==> src/rtl/swc_pkg.sv <==
package swc_pkg;
  typedef enum logic [1:0] {
    ST_RUN      = 2'd0,
    ST_WAIT_IRQ = 2'd1,
    ST_WAIT_EVT = 2'd2,
    ST_WAKE     = 2'd3
  } swc_state_e;

  function automatic logic state_asleep(input swc_state_e s);
    return s != ST_RUN;
  endfunction
endpackage

==> src/rtl/swc_event_detect.sv <==
module swc_event_detect #(
  parameter int N_IRQ = 8
) (
  input  logic             clk,
  input  logic             rst_n,
  input  logic [N_IRQ-1:0] irq_pend,
  input  logic [N_IRQ-1:0] irq_en,
  input  logic             sev_on_pend,
  input  logic             sev_pulse,
  input  logic             ext_event,
  output logic             evt_src,
  output logic             irq_wake
);
  logic [N_IRQ-1:0] pend_q;
  logic             pend_hit;

  function automatic logic edge_hit(input logic [N_IRQ-1:0] now,
                                    input logic [N_IRQ-1:0] prev,
                                    input logic [N_IRQ-1:0] en,
                                    input logic             all);
    logic [N_IRQ-1:0] mask;
    mask = all ? {N_IRQ{1'b1}} : en;
    return |(now & ~prev & mask);
  endfunction

  always_ff @(posedge clk) begin
    if (!rst_n) pend_q <= '0;
    else        pend_q <= irq_pend;
  end

  assign pend_hit = edge_hit(irq_pend, pend_q, irq_en, sev_on_pend);
  assign evt_src  = sev_pulse | ext_event | pend_hit;
  assign irq_wake = |(irq_pend & irq_en);

  AST_MASKED_EDGE_QUIET: assert property (@(posedge clk) disable iff (!rst_n)
    (!sev_on_pend && !sev_pulse && !ext_event && (irq_en == '0)) |-> !evt_src);
endmodule

==> src/rtl/swc_event_latch.sv <==
module swc_event_latch (
  input  logic clk,
  input  logic rst_n,
  input  logic evt_src,
  input  logic set_ok,
  input  logic consume,
  output logic latched
);
  always_ff @(posedge clk) begin
    if (!rst_n)                latched <= 1'b0;
    else if (consume)          latched <= 1'b0;
    else if (evt_src && set_ok) latched <= 1'b1;
  end

  AST_LATCH_CLEARS: assert property (@(posedge clk) disable iff (!rst_n)
    consume |=> !latched);
  AST_LATCH_HOLDS: assert property (@(posedge clk) disable iff (!rst_n)
    (latched && !consume) |=> latched);
endmodule

==> src/rtl/swc_fsm.sv <==
module swc_fsm
  import swc_pkg::*;
(
  input  logic clk,
  input  logic rst_n,
  input  logic wfi_req,
  input  logic wfe_req,
  input  logic exc_return_thread,
  input  logic cfg_sleep_on_exit,
  input  logic cfg_deep_sel,
  input  logic evt_src,
  input  logic irq_wake,
  input  logic latched,
  output logic consume,
  output logic set_ok,
  output logic sleeping,
  output logic deep_sleep,
  output logic wake
);
  swc_state_e state_q, state_d;
  logic       deep_q;
  logic       go_irq, wfe_try, go_evt, wake_cond, enter;

  assign go_irq    = (state_q == ST_RUN) & (wfi_req | (exc_return_thread & cfg_sleep_on_exit));
  assign wfe_try   = (state_q == ST_RUN) & ~go_irq & wfe_req;
  assign consume   = wfe_try & (latched | evt_src);
  assign go_evt    = wfe_try & ~consume;
  assign enter     = go_irq | go_evt;
  assign wake_cond = ((state_q == ST_WAIT_IRQ) & irq_wake) |
                     ((state_q == ST_WAIT_EVT) & evt_src);
  assign set_ok    = state_q != ST_WAIT_EVT;

  always_comb begin
    state_d = state_q;
    unique case (state_q)
      ST_RUN:      if (go_irq) state_d = ST_WAIT_IRQ;
                   else if (go_evt) state_d = ST_WAIT_EVT;
      ST_WAIT_IRQ,
      ST_WAIT_EVT: if (wake_cond) state_d = ST_WAKE;
      ST_WAKE:     state_d = ST_RUN;
      default:     state_d = ST_RUN;
    endcase
  end

  always_ff @(posedge clk) begin
    if (!rst_n) begin
      state_q <= ST_RUN;
      deep_q  <= 1'b0;
    end else begin
      state_q <= state_d;
      if (enter)                  deep_q <= cfg_deep_sel;
      else if (state_q == ST_WAKE) deep_q <= 1'b0;
    end
  end

  assign sleeping   = state_asleep(state_q);
  assign deep_sleep = deep_q & sleeping;
  assign wake       = state_q == ST_WAKE;

  AST_WAKE_SINGLE: assert property (@(posedge clk) disable iff (!rst_n)
    wake |=> !wake);
  AST_FLAGS_DROP: assert property (@(posedge clk) disable iff (!rst_n)
    wake |=> (!sleeping && !deep_sleep));
  AST_WAKE_ASLEEP: assert property (@(posedge clk) disable iff (!rst_n)
    wake |-> sleeping);
  AST_DEEP_IMPLIES_SLEEP: assert property (@(posedge clk) disable iff (!rst_n)
    deep_sleep |-> sleeping);
  AST_DEEP_STEADY: assert property (@(posedge clk) disable iff (!rst_n)
    sleeping |=> (!sleeping || $stable(deep_sleep)));
  AST_CONSUME_RUNS: assert property (@(posedge clk) disable iff (!rst_n)
    consume |=> (!sleeping && !wake));
  AST_WFI_ENTERS: assert property (@(posedge clk) disable iff (!rst_n)
    go_irq |=> (sleeping && !wake));
  AST_WFI_NEEDS_IRQ: assert property (@(posedge clk) disable iff (!rst_n)
    ((state_q == ST_WAIT_IRQ) && !irq_wake) |=> !wake);
endmodule

==> src/rtl/sleep_wake_ctrl.sv <==
module sleep_wake_ctrl #(
  parameter int N_IRQ = 8
) (
  input  logic             clk,
  input  logic             rst_n,
  input  logic             wfi_req,
  input  logic             wfe_req,
  input  logic             sev_pulse,
  input  logic             ext_event,
  input  logic [N_IRQ-1:0] irq_pend,
  input  logic [N_IRQ-1:0] irq_en,
  input  logic             exc_return_thread,
  input  logic             cfg_sleep_on_exit,
  input  logic             cfg_deep_sel,
  input  logic             cfg_sev_on_pend,
  output logic             sleeping,
  output logic             deep_sleep,
  output logic             wake
);
  logic evt_src, irq_wake, latched, consume, set_ok;

  swc_event_detect #(.N_IRQ(N_IRQ)) u_detect (
    .clk        (clk),
    .rst_n      (rst_n),
    .irq_pend   (irq_pend),
    .irq_en     (irq_en),
    .sev_on_pend(cfg_sev_on_pend),
    .sev_pulse  (sev_pulse),
    .ext_event  (ext_event),
    .evt_src    (evt_src),
    .irq_wake   (irq_wake)
  );

  swc_event_latch u_latch (
    .clk    (clk),
    .rst_n  (rst_n),
    .evt_src(evt_src),
    .set_ok (set_ok),
    .consume(consume),
    .latched(latched)
  );

  swc_fsm u_fsm (
    .clk              (clk),
    .rst_n            (rst_n),
    .wfi_req          (wfi_req),
    .wfe_req          (wfe_req),
    .exc_return_thread(exc_return_thread),
    .cfg_sleep_on_exit(cfg_sleep_on_exit),
    .cfg_deep_sel     (cfg_deep_sel),
    .evt_src          (evt_src),
    .irq_wake         (irq_wake),
    .latched          (latched),
    .consume          (consume),
    .set_ok           (set_ok),
    .sleeping         (sleeping),
    .deep_sleep       (deep_sleep),
    .wake             (wake)
  );

  AST_RESET_QUIET: assert property (@(posedge clk)
    !rst_n |=> (!sleeping && !wake));
endmodule

==> config.mk <==
export PLATFORM = sky130hd
export DESIGN_NAME = sleep_wake_ctrl
export DESIGN_NICKNAME = d
export VERILOG_FILES = /design/src/rtl/swc_pkg.sv /design/src/rtl/swc_event_detect.sv /design/src/rtl/swc_event_latch.sv /design/src/rtl/swc_fsm.sv /design/src/rtl/sleep_wake_ctrl.sv
export SDC_FILE = /design/constraint.sdc
export NUM_CORES = 1
export LEC_CHECK = 0
export CORE_ASPECT_RATIO = 0.75
export CORE_MARGIN = 2
export CORE_UTILIZATION = 35
export CTS_BUF_LIST = sky130_fd_sc_hd__clkbuf_4
export CTS_CLUSTER_SIZE = 40
export DETAILED_ROUTE_END_ITERATION = 7
export GPL_TIMING_DRIVEN = 0
export PLACE_DENSITY = 0.67
export SETUP_SLACK_MARGIN = 0.5
export SLEW_MARGIN = 20
export SYNTH_ARGS = -nofsm -noshare
export SYNTH_HDL_FRONTEND = slang
export SYNTH_SLANG_ARGS = --single-unit
==> constraint.sdc <==
create_clock -name clk -period 3.11 [get_ports clk]
set_input_delay 0.622 -clock clk [delete_from_list [all_inputs] [get_ports clk]]
set_output_delay 0.622 -clock clk [all_outputs]
set_load 0.01 [all_outputs]
Yosys cells after proc, flatten, opt, wreduce, memory -nomap -nowiden
Cells that the tools add are included.

operators by class
  muxes and demuxes = 7
  reduce and logical (&&, ||, !) cells = 9
  equality and inequality tests = 6
  bitwise logic cells = 22

operator list
  cell                                                                     count
  8-bit bitwise AND                                                        3
  8-bit OR reduction                                                       2
  1-bit bitwise AND                                                        9
  8-bit two-way mux                                                        1
  8-bit inverter                                                           1
  2-bit two-way mux                                                        3
  1-bit OR                                                                 6
  2-bit case mux with 3 select lines                                       1
  2-bit == test, second input constant                                     2
  2-bit nonzero test                                                       2
  2-bit OR reduction                                                       2
  3-bit by 1-bit inequality test with 1-bit output, second input constant  1
  1-bit inverter                                                           3
  2-bit by 1-bit == test with 1-bit output, second input constant          1
  2-bit logical NOT                                                        1
  1-bit two-way mux                                                        2
  2-bit by 1-bit inequality test with 1-bit output, second input constant  1
  2-bit inequality test, second input constant                             1
  2-bit AND reduction                                                      1
  1-bit logical AND                                                        1

storage, ports and cells
  logic and storage cells = 48
  input port bits = 26
  output and inout port bits = 3
  register bits after elaboration = 12

Longest topological paths before layout
  depth in word-level cells = 12
  gate-level depth with buffers = 7
  depth with buffers taken out = 7

Modules after synthesis
From an unflattened synthesis, not the netlist that was laid out.

second synthesis, totals
  cell total of the unflattened synthesis = 76
  area total of the unflattened synthesis = 658.1 um2

modules (own cells, without submodules)
  module            instances  seq. area each (um2)  area each (um2)  cells each
  swc_event_detect  1          160.2                 366.6            44
  swc_fsm           1          60.1                  254.0            29
  swc_event_latch   1          20.0                  37.5             3

Worst setup path before layout
No wires, ideal clock.

  path type = input to register
  start = input port irq_pend[1]
  end = register u_latch.latched
  stages on the path = 6
  data arrival time = 1.558 ns
  data required time = 2.994 ns
  setup time = 0.116 ns
  slack = 1.436 ns
  buffers on the path = 0
  cell sequence = nor2b_1 -> o21ai_0 -> nor4b_2 -> and2_4 -> nor2_1 -> o211a_1

on the way
  cells in the longest elaborated chain, start to end = 7
  elaborated cells between the ends (all ways) = 8
  classes of those cells = 5 x bitwise; 3 x reduce/logical

ends and longest elaborated chain
  item                               line                    text
  start: declaration                 sleep_wake_ctrl.sv:10   input logic [N_IRQ-1:0] irq_pend,
  8-bit bitwise AND * (2 in series)  swc_event_detect.sv:23  return |(now & ~prev & mask);
  8-bit OR reduction *               swc_event_detect.sv:23
  1-bit OR *                         swc_event_detect.sv:32  assign evt_src = sev_pulse | ext_event | pend_hit;
  1-bit OR                           swc_fsm.sv:26           assign consume = wfe_try & (latched | evt_src);
  1-bit bitwise AND                  swc_fsm.sv:26
  2-bit OR reduction (no line)       n/a
  end signal: assignment             swc_event_latch.sv:10   if (!rst_n) latched <= 1'b0;
  end signal: assignment             swc_event_latch.sv:11   else if (consume) latched <= 1'b0;
  end signal: assignment             swc_event_latch.sv:12   else if (evt_src && set_ok) latched <= 1'b1;
  end: declaration                   swc_event_latch.sv:7    output logic latched

Every way passes the cells marked *; elsewhere a longest branch is shown, timed or not.
A chain may end at the register's enable or synchronous reset.

Final worst setup path
  start = register u_fsm.state_q[0]
  end = output port deep_sleep

on the way
  cells in the longest elaborated chain, start to end = 2

ends and longest elaborated chain
  item                      line                   text
  start: declaration        swc_fsm.sv:20          swc_state_e state_q, state_d;
  start signal: assignment  swc_fsm.sv:50          state_q <= state_d;
  2-bit nonzero test        swc_pkg.sv:10          return s != ST_RUN;
  1-bit bitwise AND         swc_fsm.sv:57          assign deep_sleep = deep_q & sleeping;
  end: declaration          sleep_wake_ctrl.sv:17  output logic deep_sleep,

Every way passes these cells.

==> impl_metrics.yaml <==
power_and_ir_drop:
  worst_ir_drop_vdd_mv: 0.349
  p_per_area_nw_per_um2: 519
  power_leakage_uw: 0.000433
finish:
  synthToLayoutAreaGrowth_pct: 46.8
  drive_gt1_share_pct: 5.22
  nFillCells: 201
  final_common_cell: "clkdlybuf4s50_1"
  final_nets: 148
  layout_common_cells: "clkdlybuf4s50_1 (28), dfxtp_1 (12), and2_1 (8), nand2_1 (8), nor2_1 (8)"
  final_cells: 139
  n_antenna_cell: 0
drt:
  viasPerCell: 4.85
  drcViolationCount: 0
  ant_nets: 0
  routed_wirelength_mm: 1.55
  route.detailed.wl_per_inst_um: 11.1
  drt_iter0_drc: 17
  vias: 674
  first_pass_iters: 3
worst_setup_path:
  worstSetupPathType: "reg2out"
  worstSetupEndpointType: "primary output"
  r2r_start: "u_fsm.state_q[0]"
  critPathMaxFanout: 5
  arrival_ps: 1670
  start_kind: "flop"
  required_ps: 2490
  worstSetupStartpoint: "u_fsm.state_q[0]"
clocking:
  cts.sinks: 12
  cts_setup_buffers: 0
  cts_tree: "yes"
  cts_buffers: 3
  cts_hold_buf: 0
  ctsResizeCount: 0
  clock_latency_ps: 270
  root_buffer: "clkbuf_4"
  htree_levels: 1
  cts_buffer_depth: 2
  path_clk_slew_ps: 70
grt:
  grt_pass1_vias: 613
  overflow: 0
  grt_max_degree: 11
  grt_pass1_wl_mm: 2.64
  antenna_found_initial: 0
  grtUsageTotal_pct: 14.6
placed_design:
  gp_congestion: 0.757
  dp_hpwl_mm: 1.27
  dp_cells: 136
  port_buffers: 28
die:
  placementRows: 14
  io-pin-count: 29
  chipWidth_um: 56.0
  start_util_pct: 36.2
  core-area_um2: 1960
  die_h_um: 43.0
  die_area_um2: 2410
sta:
  finClkSkew_ps: 3.96
  finalCriticalPeriod_ps: 2290
  slew_headroom_pct: 73.8
  hold_viol: 0
  maxSlewViolCount: 0
  clock.fmax_mhz: 437
  finalSetupViolations: 0
  fin_tns_setup_ps: 0
  rsz0062_at_grt: "false"
  fin_crit_sh_pct: 73.7
  worstMarginPinSlew_ps: 393
yosys:
  ys_types: 23
  ys.warnings.count: 0
  synth_cells: 84
  syn_area_um2: 711
  synth_fp_nets: 115
  synth_area_per_cell_um2: 8.46
  seq_area_frac_synth_pct: 33.8
  ys_seq_elements: 12
min_path:
  hp-class: "reg2reg"
  min_from: "u_fsm.deep_q"
outcome:
  outcome: "completed"
run:
  cap_violations: 0
-- synth_stat cells, drive strengths merged --
| library cell | count | area share, % |
|---|---|---|
| mux2i | 3 | 4.2 |
| o32ai | 3 | 3.7 |
| dfxtp | 12 | 34 |
| o21ai | 3 | 2.1 |
| nor4b | 1 | 2.1 |
| inv | 7 | 3.7 |
| a22oi | 4 | 4.2 |
| nor2b | 4 | 3.5 |
| and2 | 9 | 8.3 |
| ha | 5 | 8.8 |
| a21o | 1 | 1.1 |
| nand2b | 3 | 2.6 |
| nor2 | 8 | 4.2 |
| nand3 | 2 | 1.4 |
| a21oi | 3 | 2.1 |
| nand2 | 8 | 4.2 |
| nand4 | 2 | 1.8 |
| o211ai | 2 | 4.0 |
| clkbuf | 1 | 0.53 |
| o211a | 1 | 1.4 |
| nand3b | 2 | 2.1 |
-- through the flow --
step / setup WS [ps] / cell area (µm²) / utilization (%) / hold WS, ps / power, µW
5_1_grt: 687 / 1040 / 53.2 / 528 / 590
4_1_cts: 804 / 1040 / 53.2 / 492 / 548
3_3_place_gp: 732 / 1020 / 52.0 / 480 / 449
2_1_floorplan: 1440 / 711 / - / 457 / 361
3_5_place_dp: 712 / 1020 / 52.0 / 482 / 454
6_report: 819 / 1040 / 53.2 / 487 / 541
-- cells by family (layout without fill, tap and decap cells) --
family | Yosys count | count (layout) | share of synthesized area, %
flops | 12 | 12 | 33.8
fa+ha+maj | 5 | 5 | 8.80
buf+inv | 8 | 39 | 4.23
simple gates | 39 | 39 | 30.3
mux | 3 | 3 | 4.23
compound gates | 17 | 17 | 18.7
-- metal layers --
metal / wire length, µm / part of all wire [%] / up-vias / GRT usage (%)
li1: - / - / 352 / -
met1: 807 / 52 / 304 / 19.8
met2: 624 / 40 / 16 / 20.5
met3: 99 / 6.4 / 2 / 7.62
met4: 14 / 0.91 / 0 / 2.86
met5: 0 / 0 / - / 0
-- power breakdown --
group | leakage, µW | internal, µW | switching [µW]
combinational | 0.000319 | 135 | 123
sequential | 0.0000999 | 175 | 14.7
clock | 0.0000138 | 44.8 | 47.9
-- path summary, 6_finish.rpt --
| check | end | slack, ps | cells past startpoint |
|---|---|---|---|
| max | deep_sleep | 820 | 4 |
| min | u_fsm.deep_q | 490 | 2 |
| max reg2reg | u_fsm.state_q[0] | 1580 | 7 |
| min reg2reg | u_fsm.deep_q | 490 | 2 |
-- area by class of cell --
type | count | area, µm² | area share, %
Multi-Input combinational cell | 64 | 440 | 42.2
Timing Repair Buffer | 28 | 280 | 26.9
Sequential cell | 12 | 240 | 23.0
Tap cell | 24 | 30.0 | 2.88
Inverter | 7 | 26.3 | 2.52
Clock buffer | 3 | 22.5 | 2.16
Buffer | 1 | 3.75 | 0.360
-- sequential cells by signal, summed over array words and instances, names as in the netlist --
name	flops
u_detect.pend_q	8
u_fsm.deep_q	1
u_fsm.state_q	2
u_latch.latched	1
-- critical path, stage by stage (launching register included) --
cell	delay [ps]
dfxtp_1	390
inv_1	100
ha_1	260
nor2b_1	120
clkdlybuf4s50_1	530
(Power assumes the default switching activity.)
